$ cat config.mk
export PLATFORM = sky130hd
export DESIGN_NAME = glitch_guard
export DESIGN_NICKNAME = d
export VERILOG_FILES = /design/src/rtl/glitch_guard_pkg.sv /design/src/rtl/glitch_guard_sync.sv /design/src/rtl/glitch_guard_cfg.sv /design/src/rtl/glitch_guard_chan.sv /design/src/rtl/glitch_guard.sv
export SDC_FILE = /design/constraint.sdc
export NUM_CORES = 1
export LEC_CHECK = 0
export BUFFER_PORTS_ARGS = -buffer_cell sky130_fd_sc_hd__buf_2
export CAP_MARGIN = 15
export CORE_AREA = 2 2 138 140
export DETAILED_ROUTE_END_ITERATION = 6
export DIE_AREA = 0 0 140 142
export GPL_ROUTABILITY_DRIVEN = 0
export HOLD_SLACK_MARGIN = 0.08
export PLACE_DENSITY = 0.52
export SYNTH_ARGS = -nofsm -noshare
export SYNTH_HDL_FRONTEND = slang
export SYNTH_SLANG_ARGS = --single-unit
$ cat constraint.sdc
create_clock -name clk -period 8.54 [get_ports clk]
set_input_delay 0.854 -clock clk [delete_from_list [all_inputs] [get_ports clk]]
set_output_delay 0.854 -clock clk [all_outputs]
set_load 0.005 [all_outputs]
$ cat src/rtl/glitch_guard_pkg.sv
package glitch_guard_pkg;
   // Fixed distance between the programmed length and the filter window.
   localparam int unsigned GG_WIN_OFFSET = 2;

   // The counter must reach length + offset, so it needs one extra bit.
   function automatic int unsigned gg_cnt_width(input int unsigned len_w);
      return len_w + 1;
   endfunction
endpackage

$ cat src/rtl/glitch_guard_sync.sv
module glitch_guard_sync #(
   parameter int unsigned WIDTH  = 3,
   parameter int unsigned STAGES = 2
) (
   input  logic             clk,
   input  logic             rst_n,
   input  logic [WIDTH-1:0] d_i,
   output logic [WIDTH-1:0] q_o
);
   if (STAGES < 2) begin : g_bad_stages
      $error("glitch_guard_sync: STAGES must be at least 2");
   end

   logic [WIDTH-1:0] stg_q [STAGES];

   always_ff @(posedge clk or negedge rst_n) begin
      if (!rst_n) begin
         for (int i = 0; i < STAGES; i++) stg_q[i] <= '0;
      end else begin
         stg_q[0] <= d_i;
         for (int i = 1; i < STAGES; i++) stg_q[i] <= stg_q[i-1];
      end
   end

   assign q_o = stg_q[STAGES-1];
endmodule

$ cat src/rtl/glitch_guard_cfg.sv
module glitch_guard_cfg
   import glitch_guard_pkg::*;
#(
   parameter int unsigned LEN_W = 21,
   localparam int unsigned CNT_W = gg_cnt_width(LEN_W)
) (
   input  logic             clk,
   input  logic             rst_n,
   input  logic             lock_i,
   input  logic             en_i,
   input  logic [LEN_W-1:0] len_i,
   output logic             en_o,
   output logic [CNT_W-1:0] win_o
);
   logic             en_q;
   logic [LEN_W-1:0] len_q;

   always_ff @(posedge clk or negedge rst_n) begin
      if (!rst_n) begin
         en_q  <= 1'b0;
         len_q <= '0;
      end else if (!lock_i) begin
         en_q  <= en_i;
         len_q <= len_i;
      end
   end

   assign en_o  = en_q;
   assign win_o = CNT_W'({1'b0, len_q}) + CNT_W'(GG_WIN_OFFSET);

   // Locked configuration must not move.
   p_lock_hold_r9: assert property (@(posedge clk) disable iff (!rst_n)
      lock_i |=> ($stable(len_q) && $stable(en_q)));
endmodule

$ cat src/rtl/glitch_guard_chan.sv
module glitch_guard_chan #(
   parameter int unsigned CNT_W = 22
) (
   input  logic             clk,
   input  logic             rst_n,
   input  logic             en_i,
   input  logic [CNT_W-1:0] win_i,
   input  logic             s_i,
   output logic             filt_o
);
   logic             filt_q;
   logic [CNT_W-1:0] cnt_q;

   always_ff @(posedge clk or negedge rst_n) begin
      if (!rst_n) begin
         filt_q <= 1'b0;
         cnt_q  <= '0;
      end else if (!en_i) begin
         filt_q <= s_i;            // track so enabling causes no step
         cnt_q  <= '0;
      end else if (s_i == filt_q) begin
         cnt_q  <= '0;
      end else if (cnt_q >= win_i) begin
         filt_q <= s_i;            // held for window + 1 edges
         cnt_q  <= '0;
      end else begin
         cnt_q  <= cnt_q + 1'b1;
      end
   end

   assign filt_o = filt_q;

   p_track_r2: assert property (@(posedge clk) disable iff (!rst_n)
      !en_i |=> (filt_q == $past(s_i)));

   p_full_window_r3: assert property (@(posedge clk) disable iff (!rst_n)
      ($past(en_i) && (filt_q != $past(filt_q))) |-> ($past(cnt_q) >= $past(win_i)));

   p_new_level_r5: assert property (@(posedge clk) disable iff (!rst_n)
      (filt_q != $past(filt_q)) |-> (filt_q == $past(s_i)));

   p_restart_r7: assert property (@(posedge clk) disable iff (!rst_n)
      (en_i && (s_i == filt_q)) |=> (cnt_q == '0));
endmodule

$ cat src/rtl/glitch_guard.sv
module glitch_guard
   import glitch_guard_pkg::*;
#(
   parameter int unsigned NCH         = 3,
   parameter int unsigned LEN_W       = 21,
   parameter int unsigned SYNC_STAGES = 2
) (
   input  logic             clk,
   input  logic             rst_n,
   input  logic             cfg_lock,
   input  logic             flt_en_i,
   input  logic [LEN_W-1:0] flt_len_i,
   input  logic [NCH-1:0]   raw_i,
   output logic [NCH-1:0]   clean_o
);
   localparam int unsigned CNT_W = gg_cnt_width(LEN_W);

   if (NCH < 1) begin : g_bad_nch
      $error("glitch_guard: NCH must be at least 1");
   end
   if (LEN_W < 1 || LEN_W > 30) begin : g_bad_len
      $error("glitch_guard: LEN_W must lie in 1..30");
   end

   logic             en_w;
   logic [CNT_W-1:0] win_w;
   logic [NCH-1:0]   sync_w;
   logic [NCH-1:0]   filt_w;

   glitch_guard_cfg #(.LEN_W(LEN_W)) u_cfg (
      .clk    (clk),
      .rst_n  (rst_n),
      .lock_i (cfg_lock),
      .en_i   (flt_en_i),
      .len_i  (flt_len_i),
      .en_o   (en_w),
      .win_o  (win_w)
   );

   glitch_guard_sync #(.WIDTH(NCH), .STAGES(SYNC_STAGES)) u_sync (
      .clk   (clk),
      .rst_n (rst_n),
      .d_i   (raw_i),
      .q_o   (sync_w)
   );

   for (genvar c = 0; c < NCH; c++) begin : g_ch
      glitch_guard_chan #(.CNT_W(CNT_W)) u_chan (
         .clk    (clk),
         .rst_n  (rst_n),
         .en_i   (en_w),
         .win_i  (win_w),
         .s_i    (sync_w[c]),
         .filt_o (filt_w[c])
      );
      assign clean_o[c] = en_w ? filt_w[c] : sync_w[c];
   end

   always_comb begin
      if (!rst_n) begin
         p_reset_low_r1: assert (clean_o == '0);
      end
   end
endmodule

* Word level (Yosys, flattened, before mapping) *
Index checks and enable logic that the tools add are counted.

cells by class
  muxes and demuxes = 21
  $lt $le $gt $ge = 3
  equal/unequal tests = 9
  reductions and logical operators = 3
  $add $sub $neg = 4

operator list
  kind                                                              number
  22-bit 2-to-1 mux                                                 9
  22-bit by 1-bit adder with 22-bit output (second input constant)  3
  22-bit greater-or-equal comparator                                3
  21-bit by 2-bit adder with 22-bit output (second input constant)  1
  1-bit 2-to-1 mux                                                  12
  2-bit by 1-bit != test with 1-bit output (second input constant)  3
  2-bit != test (second input constant)                             3
  2-bit AND reduction                                               3
  1-bit == test                                                     3

storage, ports and cells
  output and inout bits = 3
  input bits = 28
  flip-flop bits (word level) = 97
  logic and storage cells = 50

* Depth between registers and ports, before layout *
  depth in word-level cells = 5
  depth in mapped cells = 15
  gate-level depth less buffers = 13

* Hierarchy *
From an unflattened synthesis, not the netlist that was laid out.

second synthesis, totals
  cell total of the unflattened synthesis = 671
  area total of the unflattened synthesis = 6,298.5 um^2

modules (own cells, without submodules)
  module             instances  area an instance (um^2)  cells an instance  seq. area each (um^2)
  glitch_guard_chan  3          1,626.6                  185                575.6
  glitch_guard_cfg   1          1,212.4                  104                550.5
  glitch_guard_sync  1          172.7                    9                  150.1
  glitch_guard       1          33.8                     3                  0.0

* Worst setup path after synthesis *
Ideal clock, no wire load.

  path kind = register to register
  from = register u_cfg.len_q[1]
  to = register g_ch[1].u_chan.cnt_q[13]
  library setup time = 0.121 ns
  buffers on the path = 1
  data arrival time = 3.095 ns
  path slack = 5.324 ns
  stages on the path, launching flop included = 14
  cells stage by stage = dfrtp_1 ha_1 nand3_2 nor3_4 nand3_1 xor2_1 ha_1 and2_1 o2111ai_1 or4b_1 o31a_1 o211ai_1 buf_2 nor2_1

on the way
  cells in the longest elaborated chain, start to end = 5

RTL lines
  what                                      RTL line                 source
  start, declared                           glitch_guard_cfg.sv:16   logic [LEN_W-1:0] len_q;
  start signal, assigned                    glitch_guard_cfg.sv:24   len_q <= len_i;
  21-bit by 2-bit adder with 22-bit output  glitch_guard_cfg.sv:29   assign win_o = CNT_W'({1'b0, len_q}) + CNT_W'(GG_WIN_OFFSET);
  22-bit greater-or-equal comparator        glitch_guard_chan.sv:23  end else if (cnt_q >= win_i) begin
  22-bit 2-to-1 mux                         glitch_guard_chan.sv:23
  22-bit 2-to-1 mux                         glitch_guard_chan.sv:21  end else if (s_i == filt_q) begin
  22-bit 2-to-1 mux                         glitch_guard_chan.sv:18  end else if (!en_i) begin
  end signal, assigned                      glitch_guard_chan.sv:27  cnt_q <= cnt_q + 1'b1;
  end, declared                             glitch_guard_chan.sv:12  logic [CNT_W-1:0] cnt_q;

Every way passes these cells.
A chain may end at the register's enable or synchronous reset.

* Worst setup path after layout *
  from = register u_cfg.len_q[1]
  to = register g_ch[2].u_chan.cnt_q[17]

on the way
  cells in the longest elaborated chain, start to end = 5

RTL lines
  what                                      RTL line
  21-bit by 2-bit adder with 22-bit output  glitch_guard_cfg.sv:29
  22-bit greater-or-equal comparator        glitch_guard_chan.sv:23
  22-bit 2-to-1 mux                         glitch_guard_chan.sv:23
  22-bit 2-to-1 mux                         glitch_guard_chan.sv:21
  22-bit 2-to-1 mux                         glitch_guard_chan.sv:18
  end signal, assigned                      glitch_guard_chan.sv:27
  end, declared                             glitch_guard_chan.sv:12

Every way passes these cells.

==> flow_summary.toml <==
[logic_synthesis]
synth_cells = 648
synth_seq_area_share_pct = 38.2
synth_top_family_by_area = "simple AND/OR/NAND/NOR gates"
synthSimpleGateAreaFrac_pct = 20.8
synth-xor-area-share_pct = 13.5
synth-compound-area-share_pct = 10.7
synthMuxAreaShare_pct = 5.12
synthAdderAreaFrac_pct = 8.72
ys.flop_type = "dfrtp_1"
synth_edf_count = 0
synth_cell_types = 70
syn_avg_cell_area_um2 = 9.81
yosysWarningCount = 0
ys_ff_latch = 97
syn_area_um2 = 6360
async_flop_share_pct = 100
synth_nets = 716

[power_and_ir_drop]
peakVddDrop_mv = 0.0940
leakagePower_nw = 2.91
powerDensity_nw_per_um2 = 165
p_clk_share_pct = 37.5
switchingPower_w = 0.000329
p_int_w = 0.000832
seq_power_share_pct = 45.2
swShare_pct = 28.3
combPwrFrac_pct = 17.3
power.total_w = 0.00116

[clocking]
post_cts_resize_count = 0
cts_inserted_buffers = 9
clkTransAtPathRegs_ns = 0.06
post_cts.repair.setup_buffers = 0
tritoncts = "yes"
cts.sinks = 97
clk_path_buf_depth = 2
ctsHtreeMaxLevel = 3
cts_hold_buf = 0
insertion_delay_ns = 0.36
cts_root_buf = "clkbuf_16"

[sta]
max_freq_ghz = 0.256
slew_violations = 0
setup_tns_ns = 0
hold_violations = 0
rsz0062_at_grt = "false"
finalSetupViolCount = 0
fin_worst_skew_ns = 0.0113
slew_headroom_pct = 37.4
fin_crit_sh_pct = 45.8
worst_slew_pin_slew_ns = 0.916
period_needed_ns = 3.91

[layout]
seq_area_um2 = 2430
area_growth_pct = 10.4
fillers = 1844
multi_input_area_um2 = 3740
diodes = 0
nets = 735
mostFrequentLayoutCells = "97 x dfrtp_1, 75 x nor2_1, 44 x xnor2_1"
layout_commonest_cell = "dfrtp_1"
final_area_um2 = 7020
drive_gt1_share_pct = 13.0

[hold_path]
hold_depth = 0
hold_path_class = "flop to flop"

[critical_path]
crit_required_ns = 8.74
crit_type = "flop to flop"
ff2ff_path_depth = 12
crit_fanout = 22
endpoint_kind = "flop"
arrival_ns = 4.11
cp-start-kind = "flop"

[detailed_routing]
vias = 4743
drtIter0Drc = 227
via_per_inst = 5.24
routedWlPerCell_um = 16.2
route.detailed.drc = 0
postRouteAntennaNets = 0
wl_um = 14700
firstDrtPassIters = 6

[floorplan]
die_area_um2 = 19900
fp.dieW_um = 140
io_pins = 31
die_y_um = 142
core_um2 = 18500
rows = 50
start_util_pct = 34.5

[global_route]
grt_overflow = 0
grt_pass1_vias = 4823
grt_pass1_wl_um = 25000
track_usage_pct = 15.7
antenna_found_initial = 0
grt_max_degree = 54

[place]
place_area_um2 = 6710
dp_hpwl_um = 11300
portBuffers = 30

[flow_run]
max_cap_viol_count = 0

[run_status]
outcome = "completed"
power by group through the flow:
stage          registers, W  clock network (W)  logic [W]
6_report           0.000525           0.000435   0.000201
5_1_grt            0.000530           0.000468   0.000231
4_1_cts            0.000525           0.000445   0.000204
3_5_place_dp       0.000533                  0   0.000203
3_3_place_gp       0.000532                  0   0.000199
2_1_floorplan      0.000516                  0   0.000154
cells in the mapped netlist (5+ instances only):
cell type,instances,area share [%]
a21oi_1,16,1.3
a31oi_1,7,0.69
and2_1,8,0.79
and3_1,26,2.6
and4_1,5,0.69
buf_2,5,0.39
clkbuf_1,15,0.89
dfrtp_1,97,38
ha_1,40,7.9
inv_1,16,0.94
mux2_2,26,4.6
nand2_1,30,1.8
nand2b_1,8,0.79
nand3_1,41,3.2
nand4_1,14,1.4
nor2_1,75,4.4
nor3_1,24,1.9
o21ai_0,12,0.94
o31ai_1,5,0.59
xnor2_1,44,6.1
xnor3_1,6,2.1
xor2_1,36,5.0
path summary, 6_finish.rpt:
kind                                 start                        to  slack (ns)
max in group asynchronous            rst_n   g_ch[2].u_chan.cnt_q[3]        6.94
max reg2reg                 u_cfg.len_q[1]  g_ch[2].u_chan.cnt_q[17]        4.63
min reg2reg                u_sync.stg_q[5]             u_sync.q_o[2]        0.35
max                         u_cfg.len_q[1]  g_ch[2].u_chan.cnt_q[17]        4.63
min                        u_sync.stg_q[5]             u_sync.q_o[2]        0.35
min in group asynchronous            rst_n           u_sync.stg_q[3]        0.54
worst max-delay path, cell delays in order, from the launching register on:
cell and delay (ns):
dfrtp_1 0.49, ha_1 0.26, nand3_2 0.18, nor3_4 0.35, nand3_1 0.14, xor2_1 0.21, ha_1 0.35, o211ai_1 0.10
nor4_1 0.47, o311ai_1 0.23, a21oi_1 0.25, a2111o_1 0.61, nor2_1 0.12
stage by stage:
| step | hold WS, ns | cells | worst slack, ns | utilization (%) |
|---|---|---|---|---|
| after floorplan | 0.331 | 648 | 5.32 | - |
| after global placement | 0.341 | 890 | 4.91 | 36.3 |
| after detailed placement | 0.338 | 890 | 4.66 | 36.3 |
| after CTS | 0.352 | 905 | 4.62 | 38.0 |
| after global routing | 0.369 | 905 | 4.22 | 38.0 |
| final | 0.351 | 905 | 4.63 | 38.0 |
registers in the layout, indices dropped and copies added (netlist names):
name,cells
u_cfg.len_q,21
u_sync.stg_q,3
g_ch.u_chan.filt_o,3
u_cfg.en_o,1
g_ch.u_chan.cnt_q,66
u_sync.q_o,3
cell type report:
class,instances,share of cell area (%)
timing repair buffer,34,2.60
sequential,97,34.6
multi-input combinational,509,53.4
tap,234,4.17
inverter,16,0.856
clock inverter,3,0.927
clock buffer,12,3.51
logic make-up (layout without fill, tap and decap cells):
| group | after synthesis | in the layout |
|---|---|---|
| DFF | 97 | 97 |
| adders and majority gates | 45 | 45 |
| xor gates and xnor gates | 87 | 87 |
| AOI/OAI and AO/OA | 93 | 93 |
| muxes | 29 | 29 |
| buffers and inverters | 42 | 65 |
| and+or+nand+nor | 255 | 255 |
metal layers:
metal / vias up / wire [µm] / GRT usage (%)
met5: - / 0 / 0
met4: 0 / 145 / 3.56
met3: 12 / 502 / 3.03
met2: 68 / 7110 / 26.5
met1: 2287 / 6900 / 21.1
li1: 2376 / - / -
Note: power is estimated with default switching activity, not from simulation.
